## src/rtl/fir_pkg.sv

```systemverilog
package fir_pkg;
  typedef enum logic [2:0] {
    ST_IDLE,
    ST_CLEAR,
    ST_FETCH,
    ST_ACC,
    ST_WRITE
  } fir_state_e;
endpackage

```

## src/rtl/fir_mem.sv

```systemverilog
module fir_mem #(
  parameter int ADDR_W = 6,
  parameter int DATA_W = 20
) (
  input  logic              clk,
  input  logic              we,
  input  logic [ADDR_W-1:0] waddr,
  input  logic [DATA_W-1:0] wdata,
  input  logic [ADDR_W-1:0] ra_addr,
  output logic [DATA_W-1:0] ra_data,
  input  logic [ADDR_W-1:0] rb_addr,
  output logic [DATA_W-1:0] rb_data
);
  localparam int DEPTH = 1 << ADDR_W;

  logic [DATA_W-1:0] store [DEPTH];

  always_ff @(posedge clk) begin
    if (we) begin
      store[waddr] <= wdata;
    end
  end

  always_ff @(posedge clk) begin
    ra_data <= store[ra_addr];
  end

  always_ff @(posedge clk) begin
    rb_data <= store[rb_addr];
  end
endmodule

```

## src/rtl/fir_guard_mac.sv

```systemverilog
module fir_guard_mac #(
  parameter int SAMPLE_W    = 8,
  parameter int ACC_W       = 20,
  parameter int GUARD_LIMIT = 16
) (
  input  logic             clk,
  input  logic             rst,
  input  logic             clr,
  input  logic             eval,
  input  logic [ACC_W-1:0] x_word,
  input  logic [ACC_W-1:0] h_word,
  output logic             pass,
  output logic [ACC_W-1:0] acc
);
  localparam int SUM_W  = SAMPLE_W + 1;
  localparam int PROD_W = 2 * SAMPLE_W;

  logic [SAMPLE_W-1:0] x_val;
  logic [SAMPLE_W-1:0] h_val;
  logic [SUM_W-1:0]    pair_sum;
  logic [PROD_W-1:0]   prod;

  assign x_val    = x_word[SAMPLE_W-1:0];
  assign h_val    = h_word[SAMPLE_W-1:0];
  assign pair_sum = {1'b0, x_val} + {1'b0, h_val};
  assign pass     = (pair_sum < SUM_W'(GUARD_LIMIT));
  assign prod     = x_val * h_val;

  always_ff @(posedge clk) begin
    if (rst) begin
      acc <= '0;
    end else if (clr) begin
      acc <= '0;
    end else if (eval && pass) begin
      acc <= acc + ACC_W'(prod);
    end
  end

  AST_ACC_CLEARED: assert property (@(posedge clk) disable iff (rst)
    clr |=> (acc == '0));
  AST_BLOCKED_PAIR_HOLDS: assert property (@(posedge clk) disable iff (rst)
    (eval && !pass && !clr) |=> $stable(acc));
endmodule

```

## src/rtl/fir_seq.sv

```systemverilog
module fir_seq
  import fir_pkg::*;
#(
  parameter int ADDR_W      = 6,
  parameter int NUM_SAMPLES = 16,
  parameter int NUM_TAPS    = 8,
  parameter int NUM_OUT     = 16,
  parameter int COEF_BASE   = 16,
  parameter int OUT_BASE    = 24
) (
  input  logic              clk,
  input  logic              rst,
  input  logic              start,
  input  logic              tap_pass,
  output logic              busy,
  output logic              done,
  output logic              acc_clr,
  output logic              acc_eval,
  output logic [ADDR_W-1:0] samp_addr,
  output logic [ADDR_W-1:0] coef_addr,
  output logic              eng_we,
  output logic [ADDR_W-1:0] eng_addr,
  output logic              wr_zero
);
  localparam int OUT_W = $clog2(NUM_OUT);
  localparam int TAP_W = $clog2(NUM_TAPS);
  localparam int SUM_W = $clog2(NUM_OUT + NUM_TAPS) + 1;

  fir_state_e       state_q;
  logic [OUT_W-1:0] out_q;
  logic [TAP_W-1:0] tap_q;
  logic             fail_q;
  logic             done_q;
  logic [SUM_W-1:0] sidx_raw;
  logic [SUM_W-1:0] sidx;
  logic             last_tap;
  logic             last_out;

  assign last_tap = (tap_q == TAP_W'(NUM_TAPS - 1));
  assign last_out = (out_q == OUT_W'(NUM_OUT - 1));

  assign sidx_raw = SUM_W'(out_q) + SUM_W'(tap_q);
  assign sidx     = (sidx_raw >= SUM_W'(NUM_SAMPLES)) ? sidx_raw - SUM_W'(NUM_SAMPLES) : sidx_raw;

  always_ff @(posedge clk) begin
    if (rst) begin
      state_q <= ST_IDLE;
      out_q   <= '0;
      tap_q   <= '0;
      fail_q  <= 1'b0;
      done_q  <= 1'b0;
    end else begin
      done_q <= 1'b0;
      case (state_q)
        ST_IDLE: begin
          if (start) begin
            out_q   <= '0;
            state_q <= ST_CLEAR;
          end
        end
        ST_CLEAR: begin
          tap_q   <= '0;
          fail_q  <= 1'b0;
          state_q <= ST_FETCH;
        end
        ST_FETCH: begin
          state_q <= ST_ACC;
        end
        ST_ACC: begin
          if (!tap_pass) begin
            fail_q  <= 1'b1;
            state_q <= ST_WRITE;
          end else if (last_tap) begin
            state_q <= ST_WRITE;
          end else begin
            tap_q   <= tap_q + 1'b1;
            state_q <= ST_FETCH;
          end
        end
        ST_WRITE: begin
          if (last_out) begin
            done_q  <= 1'b1;
            state_q <= ST_IDLE;
          end else begin
            out_q   <= out_q + 1'b1;
            state_q <= ST_CLEAR;
          end
        end
        default: state_q <= ST_IDLE;
      endcase
    end
  end

  assign busy      = (state_q != ST_IDLE);
  assign done      = done_q;
  assign acc_clr   = (state_q == ST_CLEAR);
  assign acc_eval  = (state_q == ST_ACC);
  assign eng_we    = (state_q == ST_WRITE);
  assign wr_zero   = fail_q;
  assign samp_addr = ADDR_W'(sidx);
  assign coef_addr = ADDR_W'(COEF_BASE) + ADDR_W'(tap_q);
  assign eng_addr  = ADDR_W'(OUT_BASE) + ADDR_W'(out_q);

  AST_DONE_SINGLE: assert property (@(posedge clk) disable iff (rst)
    done |=> !done);
  AST_IDLE_AT_DONE: assert property (@(posedge clk) disable iff (rst)
    done |-> !busy);
  AST_BUSY_NEEDS_START: assert property (@(posedge clk) disable iff (rst)
    $rose(busy) |-> $past(start));
  AST_FAIL_WRITES_ZERO: assert property (@(posedge clk) disable iff (rst)
    (acc_eval && !tap_pass) |=> (eng_we && wr_zero));
  AST_WRITE_IN_REGION: assert property (@(posedge clk) disable iff (rst)
    eng_we |-> (eng_addr >= ADDR_W'(OUT_BASE) && eng_addr < ADDR_W'(OUT_BASE + NUM_OUT)));
  AST_SAMPLE_IN_RANGE: assert property (@(posedge clk) disable iff (rst)
    acc_eval |-> (samp_addr < ADDR_W'(NUM_SAMPLES)));
endmodule

```

## src/rtl/guarded_fir_engine.sv

```systemverilog
module guarded_fir_engine #(
  parameter int ADDR_W      = 6,
  parameter int ACC_W       = 20,
  parameter int SAMPLE_W    = 8,
  parameter int NUM_SAMPLES = 16,
  parameter int NUM_TAPS    = 8,
  parameter int NUM_OUT     = 16,
  parameter int COEF_BASE   = 16,
  parameter int OUT_BASE    = 24,
  parameter int GUARD_LIMIT = 16
) (
  input  logic              clk,
  input  logic              rst,
  input  logic              ld_we,
  input  logic [ADDR_W-1:0] ld_addr,
  input  logic [ACC_W-1:0]  ld_data,
  input  logic [ADDR_W-1:0] rd_addr,
  output logic [ACC_W-1:0]  rd_data,
  input  logic              start,
  output logic              busy,
  output logic              done
);
  logic              acc_clr;
  logic              acc_eval;
  logic              tap_pass;
  logic [ADDR_W-1:0] samp_addr;
  logic [ADDR_W-1:0] coef_addr;
  logic              eng_we;
  logic [ADDR_W-1:0] eng_addr;
  logic              wr_zero;
  logic [ACC_W-1:0]  acc;

  logic              mem_we;
  logic [ADDR_W-1:0] mem_waddr;
  logic [ACC_W-1:0]  mem_wdata;
  logic [ADDR_W-1:0] ra_addr;
  logic [ACC_W-1:0]  ra_data;
  logic [ACC_W-1:0]  rb_data;

  fir_seq #(
    .ADDR_W      (ADDR_W),
    .NUM_SAMPLES (NUM_SAMPLES),
    .NUM_TAPS    (NUM_TAPS),
    .NUM_OUT     (NUM_OUT),
    .COEF_BASE   (COEF_BASE),
    .OUT_BASE    (OUT_BASE)
  ) seq_i (
    .clk       (clk),
    .rst       (rst),
    .start     (start),
    .tap_pass  (tap_pass),
    .busy      (busy),
    .done      (done),
    .acc_clr   (acc_clr),
    .acc_eval  (acc_eval),
    .samp_addr (samp_addr),
    .coef_addr (coef_addr),
    .eng_we    (eng_we),
    .eng_addr  (eng_addr),
    .wr_zero   (wr_zero)
  );

  fir_guard_mac #(
    .SAMPLE_W    (SAMPLE_W),
    .ACC_W       (ACC_W),
    .GUARD_LIMIT (GUARD_LIMIT)
  ) mac_i (
    .clk    (clk),
    .rst    (rst),
    .clr    (acc_clr),
    .eval   (acc_eval),
    .x_word (ra_data),
    .h_word (rb_data),
    .pass   (tap_pass),
    .acc    (acc)
  );

  // The engine owns the write port and read port A while a run is active.
  assign mem_we    = busy ? eng_we : ld_we;
  assign mem_waddr = busy ? eng_addr : ld_addr;
  assign mem_wdata = busy ? (wr_zero ? '0 : acc) : ld_data;
  assign ra_addr   = busy ? samp_addr : rd_addr;

  fir_mem #(
    .ADDR_W (ADDR_W),
    .DATA_W (ACC_W)
  ) mem_i (
    .clk     (clk),
    .we      (mem_we),
    .waddr   (mem_waddr),
    .wdata   (mem_wdata),
    .ra_addr (ra_addr),
    .ra_data (ra_data),
    .rb_addr (coef_addr),
    .rb_data (rb_data)
  );

  assign rd_data = ra_data;

  AST_RESET_QUIET: assert property (@(posedge clk)
    $past(rst) |-> (!busy && !done));
endmodule

```

## config.mk

```make
export PLATFORM = sky130hd
export DESIGN_NAME = guarded_fir_engine
export DESIGN_NICKNAME = d
export VERILOG_FILES = /design/src/rtl/fir_pkg.sv /design/src/rtl/fir_mem.sv /design/src/rtl/fir_guard_mac.sv /design/src/rtl/fir_seq.sv /design/src/rtl/guarded_fir_engine.sv
export SDC_FILE = /design/constraint.sdc
export NUM_CORES = 2
export LEC_CHECK = 0
export CAP_MARGIN = 20
export CORE_AREA = 2 2 355 322
export CTS_BUF_LIST = sky130_fd_sc_hd__clkbuf_2
export DETAILED_ROUTE_END_ITERATION = 7
export DIE_AREA = 0 0 357 324
export MAX_ROUTING_LAYER = met4
export PLACE_DENSITY_LB_ADDON = 0.12
export SLEW_MARGIN = 20
export SYNTH_ARGS = -nofsm -noshare
export SYNTH_HDL_FRONTEND = slang
export SYNTH_SLANG_ARGS = --single-unit
export TNS_END_PERCENT = 5
```

## constraint.sdc

```tcl
create_clock -name clk -period 6.03 [get_ports clk]
set_clock_uncertainty 0.15 [all_clocks]
set_input_delay 1.809 -clock clk [delete_from_list [all_inputs] [get_ports clk]]
set_output_delay 1.809 -clock clk [all_outputs]
set_load 0.01 [all_outputs]
```

==> reports/results.ini <==
[outcome]
outcome = completed

[layout]
syn_to_final_growth_pct = 12.1
layout.cells.most_common = edfxtp_1
fill_cells = 9187
drive_gt1_share_pct = 21.9
nets = 4117
layout_common_cells = 1280 x edfxtp_1, 494 x clkbuf_2, 366 x mux2i_1, 315 x nand2_1, 203 x buf_4
stdcell_count = 5702

[synthesis]
synth_area_um2 = 55500
yosys_warnings = 0
synth_nets = 3690
synth.area.top_cells = edfxtp_1 69%, mux2i_1 6.6%, mux4_2 3.0%, nand2_1 2.2%, dfxtp_1 2.2%
synth_area_per_cell_um2 = 15.7
synth_edf_count = 1280
ys_seq_area_share_pct = 71.4
ys.flop_type = edfxtp_1
yosys.area.top_type = edfxtp_1
async_flop_share_pct = 0
synth_cell_types = 76
yosys_register_bits = 1340
synth_top_area_share_pct = 69.2
netlist_instances = 3549

[worst_setup_path]
worstPathCellList = nor3_4, inv_1, clkdlybuf4s50_1
crit_fanout = 21
cp-start-kind = flip-flop
crit_required_ns = 4.07
slowest_delay_ns = 0.85
r2r-start = mem_i.ra_data[7]$_DFF_P_
crit_type = reg2out
r2r_end = mac_i.acc[17]$_SDFFE_PP0P_
cp-endpoint = busy
cp.arrival_ns = 3.76
ff2ff_path_depth = 13
endpoint_kind = output pin
cp_top_family = buffers and inverters
regToRegSetupSlack_ns = 0.59
cp.depth = 3
slowest_stage = dfxtp_1
critPathBufInv = 2
cp-startpoint = seq_i.state_q[1]$_SDFFE_PP0P_

[floorplanning]
die_w_um = 357
initial_utilization_pct = 49.5
io-pin-count = 58
placementRows = 117
dieArea_um2 = 116000
fp.dieH_um = 324
core_um2 = 112000

[timing]
slew_viol_final = 0
fin_crit_ns = 5.72
hold_violations = 0
finalSetupViolCount = 0
clock.fmax_ghz = 0.175
fin_tns_setup_ns = 0
worstMarginPinSlew_ns = 1.08
slew_headroom_pct = 28.1
rsz0062_at_grt = false
period_share_pct = 94.8

[cts]
ctsResizeCount = 0
clkLatencyLatePin_ns = 1.57
clk_path_buf_depth = 4
htreeDepth = 5
cts_sinks = 1340
cts_hold_buffers = 0
cts_tree = built
clockRootBuffer = clkbuf_2
cts_setup_buffers = 0
numCtsBuffers = 342
clk_pin_slew_ns = 0.10

[run]
maxCapViolations = 0

[hold_path]
hold_depth = 2
hp-class = reg2reg

[power_and_ir_drop]
p_leak_nw = 21.9
p_per_area_nw_per_um2 = 323
vdd_drop_max_mv = 0.324

[global_routing]
grt_pass1_wl_um = 236000
track_usage_pct = 29.6
grt_max_degree = 86
grt_pass1_vias = 34100
antenna_found_initial = 11
gr-total-overflow = 0

[drt]
drc = 0
ant_nets = 0
vias = 34600
first_pass_iters = 6
drt-total-wl_um = 165000
viasPerCell = 6.07
drt-wirelength-per-cell_um = 28.9
first_iter_violations = 4178

[placed_design]
dp_cells = 5117
gp_congestion = 0.915
dpl.hpwl_um = 100000
io_buffers = 57

-- worst min-delay path, delay by kind of cell (launching register included) --
family | cells | cell delay [ns]
AO/OA/AOI/OAI | 2 | 0.13
flip-flops | 1 | 0.32
-- through the flow --
step	hold slack, ns	setup slack (ns)	power (mW)	utilization (%)	cell area, µm²
finish	0.336	0.311	20.1	55.5	62200
CTS	0.338	0.101	20.2	55.5	62200
global placement	0.298	0.368	14.4	52.9	59300
detailed placement	0.326	0.300	14.4	52.9	59300
global route	0.361	0.0648	21.1	55.5	62200
floorplan	0.288	1.02	13.2	-	55500
-- state kept, by name, indices dropped and copies added, names as in the netlist --
register	flops
mac_i.acc	20
mem_i.rb_data	8
mem_i.ra_data	20
seq_i.state_q	3
seq_i.wr_zero	1
seq_i.tap_q	3
seq_i.done	1
mem_i.store	1280
seq_i.out_q	4
-- cells by family (layout without fill, tap and decap cells) --
family	count (synthesis)	after routing	synth area share (%)
AOI/OAI and AO/OA	570	570	6.62
other	0	9	0
and+or+nand+nor	774	774	6.59
muxes	457	457	9.94
buffers and inverters	290	947	2.23
xor gates and xnor gates	13	13	0.205
DFF	1340	1340	71.4
adders and majority gates	105	105	3.05
-- power by group --
part	total (mW)	internal (mW)	switching, mW
registers	10.6	10.4	0.127
logic	3.70	1.41	2.29
clock network	5.83	2.29	3.54
total	20.1	14.1	5.95
-- Yosys cell counts, types with 5 or more instances --
library cell / instances
o221ai_1: 21
a221oi_1: 40
a21boi_0: 9
inv_1: 97
nor3_1: 16
a21oi_1: 137
dfxtp_1: 60
mux2i_1: 366
buf_1: 23
or3_1: 22
o31a_1: 5
buf_2: 57
o21bai_1: 7
o31ai_1: 15
o22a_1: 19
clkbuf_1: 94
nand2_1: 325
edfxtp_1: 1280
xnor2_1: 9
and2_1: 26
buf_4: 17
ha_1: 54
mux2_2: 16
nand3_1: 129
nand3b_1: 21
nor4_1: 41
a22o_1: 18
o211ai_1: 7
and3_1: 15
a21o_1: 10
o22ai_1: 131
fa_1: 51
nor2_1: 114
o21ai_0: 103
a2111oi_0: 6
nand2b_1: 8
nand4_1: 28
a211oi_1: 16
mux4_2: 73
-- worst min-delay path by stage --
| stage | start | to | slack (ns) |
|---|---|---|---|
| 6_report | mac_i.acc[7]$_SDFFE_PP0P_ | mac_i.acc[7]$_SDFFE_PP0P_ | 0.34 |
| 5_1_grt | mac_i.acc[19]$_SDFFE_PP0P_ | mac_i.acc[19]$_SDFFE_PP0P_ | 0.36 |
| 4_1_cts | mac_i.acc[18]$_SDFFE_PP0P_ | mac_i.acc[18]$_SDFFE_PP0P_ | 0.34 |
| 3_5_place_dp | mac_i.acc[18]$_SDFFE_PP0P_ | mac_i.acc[18]$_SDFFE_PP0P_ | 0.33 |
| 3_3_place_gp | mac_i.acc[19]$_SDFFE_PP0P_ | mac_i.acc[19]$_SDFFE_PP0P_ | 0.30 |
| 2_1_floorplan | mac_i.acc[19]$_SDFFE_PP0P_ | mac_i.acc[19]$_SDFFE_PP0P_ | 0.29 |
-- per-layer routing --
layer  wire length (µm)  GRT usage (%)
met1              69800           41.2
met2              76700           44.2
met3              14900           5.72
met4               3640           9.38
met5                  0              -
-- final cells by class --
cell class / instances / area, µm² / area share [%]
Timing Repair Buffer: 276 / 2410 / 3.87
Clock inverter: 80 / 384 / 0.617
Multi-Input combinational cell: 1919 / 15100 / 24.3
Sequential cell: 1340 / 39600 / 63.7
Inverter: 97 / 364 / 0.585
Clock buffer: 494 / 2470 / 3.97
Antenna cell: 9 / 22.5 / 0.0362
Tap cell: 1487 / 1860 / 2.99
(Power assumes the default switching activity.)
